## config.mk

```make
export PLATFORM = sky130hd
export DESIGN_NAME = dual_serial_irq_arb
export DESIGN_NICKNAME = d
export VERILOG_FILES = /design/src/rtl/dual_irq_pkg.sv /design/src/rtl/irq_arb_ctrl.sv /design/src/rtl/irq_arb_dp.sv /design/src/rtl/dual_serial_irq_arb.sv
export SDC_FILE = /design/constraint.sdc
export NUM_CORES = 1
export LEC_CHECK = 0
export ABC_AREA = 1
export BUFFER_PORTS_ARGS = -buffer_cell sky130_fd_sc_hd__buf_2
export CORE_MARGIN = 8
export CORE_UTILIZATION = 35
export CTS_BUF_LIST = sky130_fd_sc_hd__clkbuf_2
export CTS_CLUSTER_SIZE = 24
export DETAILED_ROUTE_END_ITERATION = 12
export PLACE_DENSITY_LB_ADDON = 0.2
export SKIP_LAST_GASP = 1
export SYNTH_ARGS = -nofsm -noshare
export SYNTH_HDL_FRONTEND = slang
export SYNTH_SLANG_ARGS = --single-unit
```

## constraint.sdc

```tcl
create_clock -name clk -period 1.7 [get_ports clk]
set_clock_uncertainty 0.05 [all_clocks]
set_input_delay 0.17 -clock clk [delete_from_list [all_inputs] [get_ports clk]]
set_output_delay 0.17 -clock clk [all_outputs]
set_load 0.01 [all_outputs]
```

## src/rtl/dual_irq_pkg.sv

```systemverilog
package dual_irq_pkg;
  localparam int NUM_CHAN = 2;
  localparam int BYTE_W   = 8;
  localparam int MODE_W   = 2;

  typedef enum logic [2:0] {
    EV_NONE      = 3'd0,
    EV_RX_CHAR   = 3'd1,
    EV_TX_WRITE  = 3'd2,
    EV_DATA_READ = 3'd3,
    EV_CLR_TX    = 3'd4,
    EV_CLR_IUS   = 3'd5
  } evKind_e;

  typedef enum logic [1:0] {
    VK_NONE = 2'd0,
    VK_RX   = 2'd1,
    VK_TX   = 2'd2
  } vecKind_e;

  // strobes from control to datapath, all for channel 'chan'
  typedef struct packed {
    logic     chan;
    logic     setRxPend;
    logic     clrRxPend;
    logic     setRxSvc;
    logic     clrRxSvc;
    logic     setTxPend;
    logic     clrTxPend;
    logic     setTxSvc;
    logic     clrTxSvc;
    logic     bitRxSet;
    logic     bitRxClr;
    logic     bitTxSet;
    logic     bitTxClr;
    logic     vecLoad;
    vecKind_e vecKind;
  } strobes_t;

  function automatic logic [BYTE_W-1:0] vecCode(vecKind_e kind, logic chan, logic hi);
    logic [BYTE_W-1:0] code;
    case (kind)
      VK_RX:   code = chan ? (hi ? 8'h20 : 8'h04) : (hi ? 8'h30 : 8'h0C);
      VK_TX:   code = chan ? 8'h00 : (hi ? 8'h10 : 8'h08);
      default: code = hi ? 8'h60 : 8'h06;
    endcase
    return code;
  endfunction
endpackage

```

## src/rtl/irq_arb_ctrl.sv

```systemverilog
module irq_arb_ctrl
  import dual_irq_pkg::*;
(
  input  logic [2:0]          evKind,
  input  logic                evChan,
  input  logic [NUM_CHAN-1:0] rxPend,
  input  logic [NUM_CHAN-1:0] rxSvc,
  input  logic [NUM_CHAN-1:0] txPend,
  input  logic [NUM_CHAN-1:0] txSvc,
  input  logic [NUM_CHAN-1:0] txIntEn,
  output strobes_t            strb
);
  logic curRxPend, curRxSvc, curTxPend, curTxSvc, curTxEn;

  always_comb begin
    curRxPend = rxPend[evChan];
    curRxSvc  = rxSvc[evChan];
    curTxPend = txPend[evChan];
    curTxSvc  = txSvc[evChan];
    curTxEn   = txIntEn[evChan];

    strb         = '0;
    strb.chan    = evChan;
    strb.vecKind = VK_NONE;

    case (evKind_e'(evKind))
      EV_RX_CHAR: begin
        strb.setRxPend = 1'b1;
        strb.setRxSvc  = 1'b1;
        strb.bitRxSet  = 1'b1;
        strb.vecLoad   = 1'b1;
        strb.vecKind   = VK_RX;
      end
      EV_TX_WRITE: begin
        strb.setTxPend = 1'b1;
        if (!curRxSvc) begin
          strb.setTxSvc = 1'b1;
          strb.bitTxSet = curTxEn;
          strb.vecLoad  = 1'b1;
          strb.vecKind  = VK_TX;
        end
      end
      EV_DATA_READ: begin
        strb.clrRxPend = 1'b1;
        strb.clrRxSvc  = 1'b1;
        strb.bitRxClr  = 1'b1;
        strb.vecLoad   = 1'b1;
        strb.vecKind   = VK_NONE;
        if (curTxPend) begin
          strb.setTxSvc = 1'b1;
          strb.bitTxSet = curTxEn;
          strb.vecKind  = VK_TX;
        end
      end
      EV_CLR_TX: begin
        strb.clrTxPend = 1'b1;
        strb.clrTxSvc  = 1'b1;
        strb.bitTxClr  = 1'b1;
        strb.vecLoad   = 1'b1;
        strb.vecKind   = VK_NONE;
        if (curRxPend) begin
          strb.setRxSvc = 1'b1;
          strb.bitRxSet = 1'b1;
          strb.vecKind  = VK_RX;
        end
      end
      EV_CLR_IUS: begin
        if (curRxSvc) begin
          strb.clrRxSvc = 1'b1;
          if (curTxPend) begin
            strb.setTxSvc = 1'b1;
            strb.bitTxSet = curTxEn;
            strb.vecLoad  = 1'b1;
            strb.vecKind  = VK_TX;
          end
        end else if (curTxSvc) begin
          strb.clrTxSvc = 1'b1;
        end
      end
      default: ;
    endcase
  end
endmodule

```

## src/rtl/irq_arb_dp.sv

```systemverilog
module irq_arb_dp
  import dual_irq_pkg::*;
#(
  parameter logic [BYTE_W-1:0] VEC_RESET = 8'h06
) (
  input  logic                       clk,
  input  logic                       rstN,
  input  strobes_t                   strb,
  input  logic                       statusHigh,
  input  logic [NUM_CHAN-1:0]        txIntEn,
  input  logic [NUM_CHAN*MODE_W-1:0] rxIntMode,
  input  logic [NUM_CHAN-1:0]        brkIntEn,
  input  logic [NUM_CHAN-1:0]        brkStatus,
  output logic [NUM_CHAN-1:0]        rxPend,
  output logic [NUM_CHAN-1:0]        rxSvc,
  output logic [NUM_CHAN-1:0]        txPend,
  output logic [NUM_CHAN-1:0]        txSvc,
  output logic [BYTE_W-1:0]          pendingByte,
  output logic [BYTE_W-1:0]          vectorByte,
  output logic                       irq
);
  logic [NUM_CHAN-1:0] rxPendN, rxSvcN, txPendN, txSvcN;
  logic [NUM_CHAN-1:0] bitRx, bitTx, bitRxN, bitTxN;
  logic [NUM_CHAN-1:0] srcTerm;

  for (genvar c = 0; c < NUM_CHAN; c++) begin : g_chan
    logic hit;
    logic rxModeOn;
    logic [MODE_W-1:0] mode;
    assign hit      = (strb.chan == c[0]);
    assign mode     = rxIntMode[c*MODE_W +: MODE_W];
    assign rxModeOn = (mode == 2'b01) || (mode == 2'b10);

    assign rxPendN[c] = (hit && strb.setRxPend) ? 1'b1 : (hit && strb.clrRxPend) ? 1'b0 : rxPend[c];
    assign rxSvcN[c]  = (hit && strb.setRxSvc)  ? 1'b1 : (hit && strb.clrRxSvc)  ? 1'b0 : rxSvc[c];
    assign txPendN[c] = (hit && strb.setTxPend) ? 1'b1 : (hit && strb.clrTxPend) ? 1'b0 : txPend[c];
    assign txSvcN[c]  = (hit && strb.setTxSvc)  ? 1'b1 : (hit && strb.clrTxSvc)  ? 1'b0 : txSvc[c];
    assign bitRxN[c]  = (hit && strb.bitRxSet)  ? 1'b1 : (hit && strb.bitRxClr)  ? 1'b0 : bitRx[c];
    assign bitTxN[c]  = (hit && strb.bitTxSet)  ? 1'b1 : (hit && strb.bitTxClr)  ? 1'b0 : bitTx[c];

    assign srcTerm[c] = (txIntEn[c] && txPendN[c]) ||
                        (rxModeOn && rxPendN[c]) ||
                        (brkIntEn[c] && brkStatus[c]);
  end

  always_ff @(posedge clk) begin
    if (!rstN) begin
      rxPend     <= '0;
      rxSvc      <= '0;
      txPend     <= '0;
      txSvc      <= '0;
      bitRx      <= '0;
      bitTx      <= '0;
      vectorByte <= VEC_RESET;
      irq        <= 1'b0;
    end else begin
      rxPend <= rxPendN;
      rxSvc  <= rxSvcN;
      txPend <= txPendN;
      txSvc  <= txSvcN;
      bitRx  <= bitRxN;
      bitTx  <= bitTxN;
      if (strb.vecLoad) vectorByte <= vecCode(strb.vecKind, strb.chan, statusHigh);
      irq <= |srcTerm;
    end
  end

  // channel A occupies the upper half, channel B the lower half
  assign pendingByte = {2'b00, bitRx[0], bitTx[0], 1'b0, bitRx[1], bitTx[1], 1'b0};
endmodule

```

## src/rtl/dual_serial_irq_arb.sv

```systemverilog
module dual_serial_irq_arb
  import dual_irq_pkg::*;
#(
  parameter logic [BYTE_W-1:0] VEC_RESET = 8'h06
) (
  input  logic        clk,
  input  logic        rstN,
  input  logic [2:0]  evKind,
  input  logic        evChan,
  input  logic        statusHigh,
  input  logic [1:0]  txIntEn,
  input  logic [3:0]  rxIntMode,
  input  logic [1:0]  brkIntEn,
  input  logic [1:0]  brkStatus,
  input  logic        rdSel,
  output logic [7:0]  rdData,
  output logic        irq
);
  strobes_t            strb;
  logic [NUM_CHAN-1:0] rxPend, rxSvc, txPend, txSvc;
  logic [BYTE_W-1:0]   pendingByte, vectorByte;

  irq_arb_ctrl u_ctrl (
    .evKind  (evKind),
    .evChan  (evChan),
    .rxPend  (rxPend),
    .rxSvc   (rxSvc),
    .txPend  (txPend),
    .txSvc   (txSvc),
    .txIntEn (txIntEn),
    .strb    (strb)
  );

  irq_arb_dp #(.VEC_RESET(VEC_RESET)) u_dp (
    .clk         (clk),
    .rstN        (rstN),
    .strb        (strb),
    .statusHigh  (statusHigh),
    .txIntEn     (txIntEn),
    .rxIntMode   (rxIntMode),
    .brkIntEn    (brkIntEn),
    .brkStatus   (brkStatus),
    .rxPend      (rxPend),
    .rxSvc       (rxSvc),
    .txPend      (txPend),
    .txSvc       (txSvc),
    .pendingByte (pendingByte),
    .vectorByte  (vectorByte),
    .irq         (irq)
  );

  assign rdData = rdSel ? vectorByte : pendingByte;
endmodule

```

## Yosys cells after proc, flatten, opt, wreduce, memory -nomap -nowiden

Cells that the tools add are included.

- Input bits: 18
- Logic and storage cells: 110
- Output and inout port bits: 9
- Register bits: 19

- Bitwise logic cells: 1
- Muxes and demuxes: 54
- Equality and inequality tests: 11
- Reduce and logical (&&, ||, !) cells: 33
- $lt $le $gt $ge: 1

Operators with widths:

| cell | count |
|---|---|
| $mux W1 | 38 |
| $mux W8 | 3 |
| $logic_and A1 B1 Y1 | 20 |
| $pmux W8 S2 | 1 |
| $pmux W3 S5 | 1 |
| $mux W6 | 2 |
| $reduce_bool A2 Y1 | 6 |
| $mux W3 | 3 |
| $mux W7 | 1 |
| $eq A2 B1 Y1 const B | 3 |
| $eq A2 B2 Y1 const B | 3 |
| $eq A3 B2 Y1 const B | 2 |
| $eq A3 B3 Y1 const B | 2 |
| $logic_or A1 B1 Y1 | 6 |
| $mux W5 | 1 |
| $pmux W1 S2 | 2 |
| $eq A3 B1 Y1 const B | 1 |
| $pmux W1 S3 | 1 |
| $lt A1 B2 Y1 const B | 1 |
| $mux W2 | 1 |
| $reduce_or A2 Y1 | 1 |
| $not A1 Y1 | 1 |

## Logic depth before layout (Yosys ltp)

- Depth after elaboration: 9
- Gate-level depth with buffers: 11
- Mapped depth without buffers: 11

## Cells and area by module

From an unflattened synthesis, not the netlist that was laid out.

- Cells, all modules: 194
- Area, all modules: 1227.4 µm²

Modules (own cells, without submodules):

| module | area each (µm²) | instances | cells an instance |
|---|---|---|---|
| irq_arb_dp | 874.6 | 1 | 122 |
| irq_arb_ctrl | 247.7 | 1 | 46 |
| dual_serial_irq_arb | 105.1 | 1 | 26 |

## Worst setup path before layout

Ideal clock, no wire load.

- Path kind: in2reg
- Start: input evKind[2]
- End: register u_dp.vectorByte[3]
- Stages: 11
- Buffers on the path: 1
- Arrival: 1466 ps
- Slack: 122 ps
- Setup time: 62 ps
- Cells stage by stage: buf_4 > inv_2 > nand3_1 > nand3_1 > inv_1 > ha_1 > inv_1 > o211ai_1 > nor2_1 > a21oi_2 > nor2_2

- Cells in the longest elaborated chain, start to end: 4
- Elaborated cells on any way between the ends: 9
- Those cells by class: 7 x eq/ne; 2 x mux

RTL lines:

| what | line | source |
|---|---|---|
| start: declaration | dual_serial_irq_arb.sv:8 | `input logic [2:0] evKind,` |
| $eq A3 B3 Y1 (tied with other cells) | -- |  |
| $pmux W3 S5 * | irq_arb_ctrl.sv:26 | `case (evKind_e'(evKind))` |
| $eq A2 B2 Y1 / $eq A2 B1 Y1 (equally long branches) | dual_irq_pkg.sv:42 | `case (kind)` |
| $pmux W8 S2 | dual_irq_pkg.sv:42 |  |
| end signal: assignment | irq_arb_dp.sv:63 | `if (strb.vecLoad) vectorByte <= vecCode(strb.vecKind, strb.chan, statusHigh);` |
| end: declaration | irq_arb_dp.sv:19 | `output logic [BYTE_W-1:0] vectorByte,` |

Every way passes the cells marked *; elsewhere a longest branch is shown, timed or not.
A chain may end at the register's enable or synchronous reset.

## Worst setup path after layout

- Start: register u_dp.rxSvc[0]
- End: register u_dp.vectorByte[3]

- Cells in the longest elaborated chain, start to end: 6
- Elaborated cells on any way between the ends: 8
- Those cells by class: 2 x eq/ne; 6 x mux

RTL lines:

| what | line | source |
|---|---|---|
| start: declaration | irq_arb_dp.sv:15 | `output logic [NUM_CHAN-1:0] rxSvc,` |
| start signal: assignment | irq_arb_dp.sv:58 | `rxSvc <= rxSvcN;` |
| $mux W1 (not written as such) * (2 in a row) | irq_arb_ctrl.sv:17 | `curRxSvc = rxSvc[evChan];` |
| $mux W3, on equally long branches | irq_arb_ctrl.sv:68, irq_arb_ctrl.sv:36 |  |
| $pmux W3 S5 * | irq_arb_ctrl.sv:26 |  |
| $eq A2 B2 Y1 / $eq A2 B1 Y1 (equally long branches) | dual_irq_pkg.sv:42 |  |
| $pmux W8 S2 | dual_irq_pkg.sv:42 |  |

Every way passes the cells marked *; elsewhere a longest branch is shown, timed or not. The select of a mux whose other input is x is not followed.

==> impl_metrics.ini <==
[clocking]
post_cts_buffers = 0
cts-root-buf = clkbuf_2
cts-htree-levels = 1
cts_tree = yes
clk_pin_slew_ns = 0.17
cts_inserted_buffers = 3
clock_sinks = 17
cts_hold_buf = 0
clock_latency_ns = 0.29
clock_path_buffers = 2

[placement]
io_buffers = 24
dp_slack_ns = 0.0267
placed_area_mm2 = 0.00133
placedCellCount = 239
hpwl_um = 2180
finalWeightedCongestion = 0.935

[detailed_routing]
antenna_left = 0
wl_per_cell_um = 10.7
route.met3.wl_um = 142
drt_iter0_drc = 31
drt-met1-wl_um = 1270
drcViolationCount = 0
drt_pass1_iterations = 4
totalWireLength_um = 2600
vias = 1105
wl_met2_um = 1130
viasPerCell = 4.55
top_layer_used = met4

[yosys]
ys_ff_latch = 17
yosys_warnings = 0
ys_types = 28
syn-instance-count = 167
netlist.area_leader.share_pct = 30.3
syn_area_per_cell_um2 = 6.73
yosysSeqAreaShare_pct = 30.3
synth_area_leaders = dfxtp_1 30%, nand2_1 17%, nand3_1 6.7%
synth_area_mm2 = 0.00112
yosys.area.top_type = dfxtp_1

[cells_and_area]
drive_gt1_share_pct = 34.2
stdcell_area_mm2 = 0.00136
instances_no_fill = 243
fillers = 338
area_growth_pct = 20.6
n_antenna_cell = 0
finalNetCount = 221

[outcome]
status = completed

[timing]
hold_violations = 0
max_freq_mhz = 636
period_share_pct = 92.5
setup_slack_ns = 0.127
maxSlewViolCount = 0
hold_ws_ns = 0.0707
rsz0062_at_grt = false
setup_tns_ns = 0
final-setup-viol-count = 0
final.min_clock_period_ns = 1.57

[worst_setup_path]
critPathRequiredTime_ns = 1.90
arrival_ns = 1.78
r2r_setup_slack_ns = 0.13
cp-start-kind = register
crit_fanout = 3
critPathCaptureType = register
critPathKind = register to register
reg2regPathDepth = 10

[pwr]
pwr_density_cell_mw_per_mm2 = 630
peakVddDrop_mv = 0.264
p_leak_nw = 0.699

[global_routing]
gr-usage-all-layers_pct = 10.2
grt_max_degree = 12
gr-total-overflow = 0
antenna_found_initial = 0
grt_pass1_wl_um = 4370
grt_pass1_vias = 1016

[floorplan]
io_pins = 27
die_w_um = 72.7
die_h_um = 72.7
core_mm2 = 0.00305
std_cell_rows = 20
die_area_mm2 = 0.00528
start_util_pct = 36.8

[worst_hold_path]
hold_path.class = input port to register
min_path_cells = 2

[flow_run]
maxCapViolCount = 0
==> stage by stage <==
stage / power (mW) / util (%)
6_report: 0.853 / 44.4
5_1_grt: 0.914 / 44.4
2_1_floorplan: 0.596 / -
3_5_place_dp: 0.669 / 43.5
3_3_place_gp: 0.665 / 43.5
4_1_cts: 0.860 / 44.1
==> routing by layer <==
layer	track usage, %	up-vias
li1	-	590
met1	12.6	478
met2	16.1	33
met3	2.20	4
met4	5.56	0
met5	0	-
==> where the power goes <==
group | internal [mW] | switching [mW]
combinational | 0.0992 | 0.127
clock | 0.0623 | 0.132
sequential | 0.422 | 0.0104
==> cell families (layout without fill, tap and decap cells) <==
logic type	Yosys count	in the layout	share of synthesized area [%]
simple gates	92	92	38.4
compound gates	22	22	11.9
other cells	1	2	0.334
flops	17	17	30.3
buf+inv	28	59	12.1
xor+xnor	2	2	1.56
mux	2	2	2.00
fa+ha+maj	3	3	3.34
==> placed cells by master (no fill, tap or decap) <==
cell      instances
ha_1              3
nand2_1          50
conb_1            2
buf_4            12
nand2_2           3
nor2_4            1
a21oi_1          14
o211ai_1          1
nand3_2           5
nor2_2            6
clkinv_1          1
clkbuf_2          4
a22o_1            1
mux2_2            2
a21oi_2           3
dfxtp_2           2
inv_1            14
nand4_1           3
buf_2            24
xor2_1            2
o21ai_0           1
nor2b_2           1
nor2_1            9
a21boi_0          1
inv_2             4
dfxtp_1          15
nand3_1          14
o21ai_2           1
==> sequential cells by signal, summed over array words and instances (netlist names) <==
register	flops
u_dp.bitRx	2
u_dp.rxSvc	2
u_dp.irq	1
u_dp.bitTx	2
u_dp.vectorByte	6
u_dp.rxPend	2
u_dp.txPend	2
==> Yosys cell counts (all sizes together) <==
master   n
nand2   53
xor2     2
a21oi   17
o211ai   1
nor2b    1
clkinv   1
nand4    3
nor2    16
clkbuf   2
ha       3
inv     18
a22o     1
dfxtp   17
buf      7
conb     1
nand3   19
o21ai    2
a21boi   1
mux2     2
==> final cells by class <==
type | instances | area (µm²) | area share [%]
multi-input cells | 123 | 656 | 48.4
flip-flops and latches | 17 | 343 | 25.3
repair buffers | 36 | 210 | 15.5
inverters | 19 | 71.3 | 5.26
well taps | 44 | 55.1 | 4.06
clock buffers | 4 | 20.0 | 1.48
==> critical path: stages (launching register included) <==
cell and delay [ns]:
dfxtp_2 0.36, nand2_1 0.07, nand2_1 0.08, nand3_1 0.10
nand3_2 0.09, ha_1 0.31, inv_1 0.10, o211ai_1 0.12
nor2_1 0.14, a21oi_2 0.05, nor2_2 0.08
==> path summary, 6_finish.rpt <==
path / end / from
worst max-delay path: u_dp.vectorByte[3] / u_dp.rxSvc[0]
worst min register to register: u_dp.rxSvc[1] / u_dp.rxSvc[1]
worst min-delay path: u_dp.vectorByte[2] / rstN
worst max register to register: u_dp.vectorByte[3] / u_dp.rxSvc[0]
==> what timing repair did <==
action / 4_1_cts / 5_1_grt
resized for setup: 0 / 3
hold endpoints to repair: 0 / 0
setup endpoints to repair: 0 / 2
No activity file was read; power rests on OpenSTA's default activity.
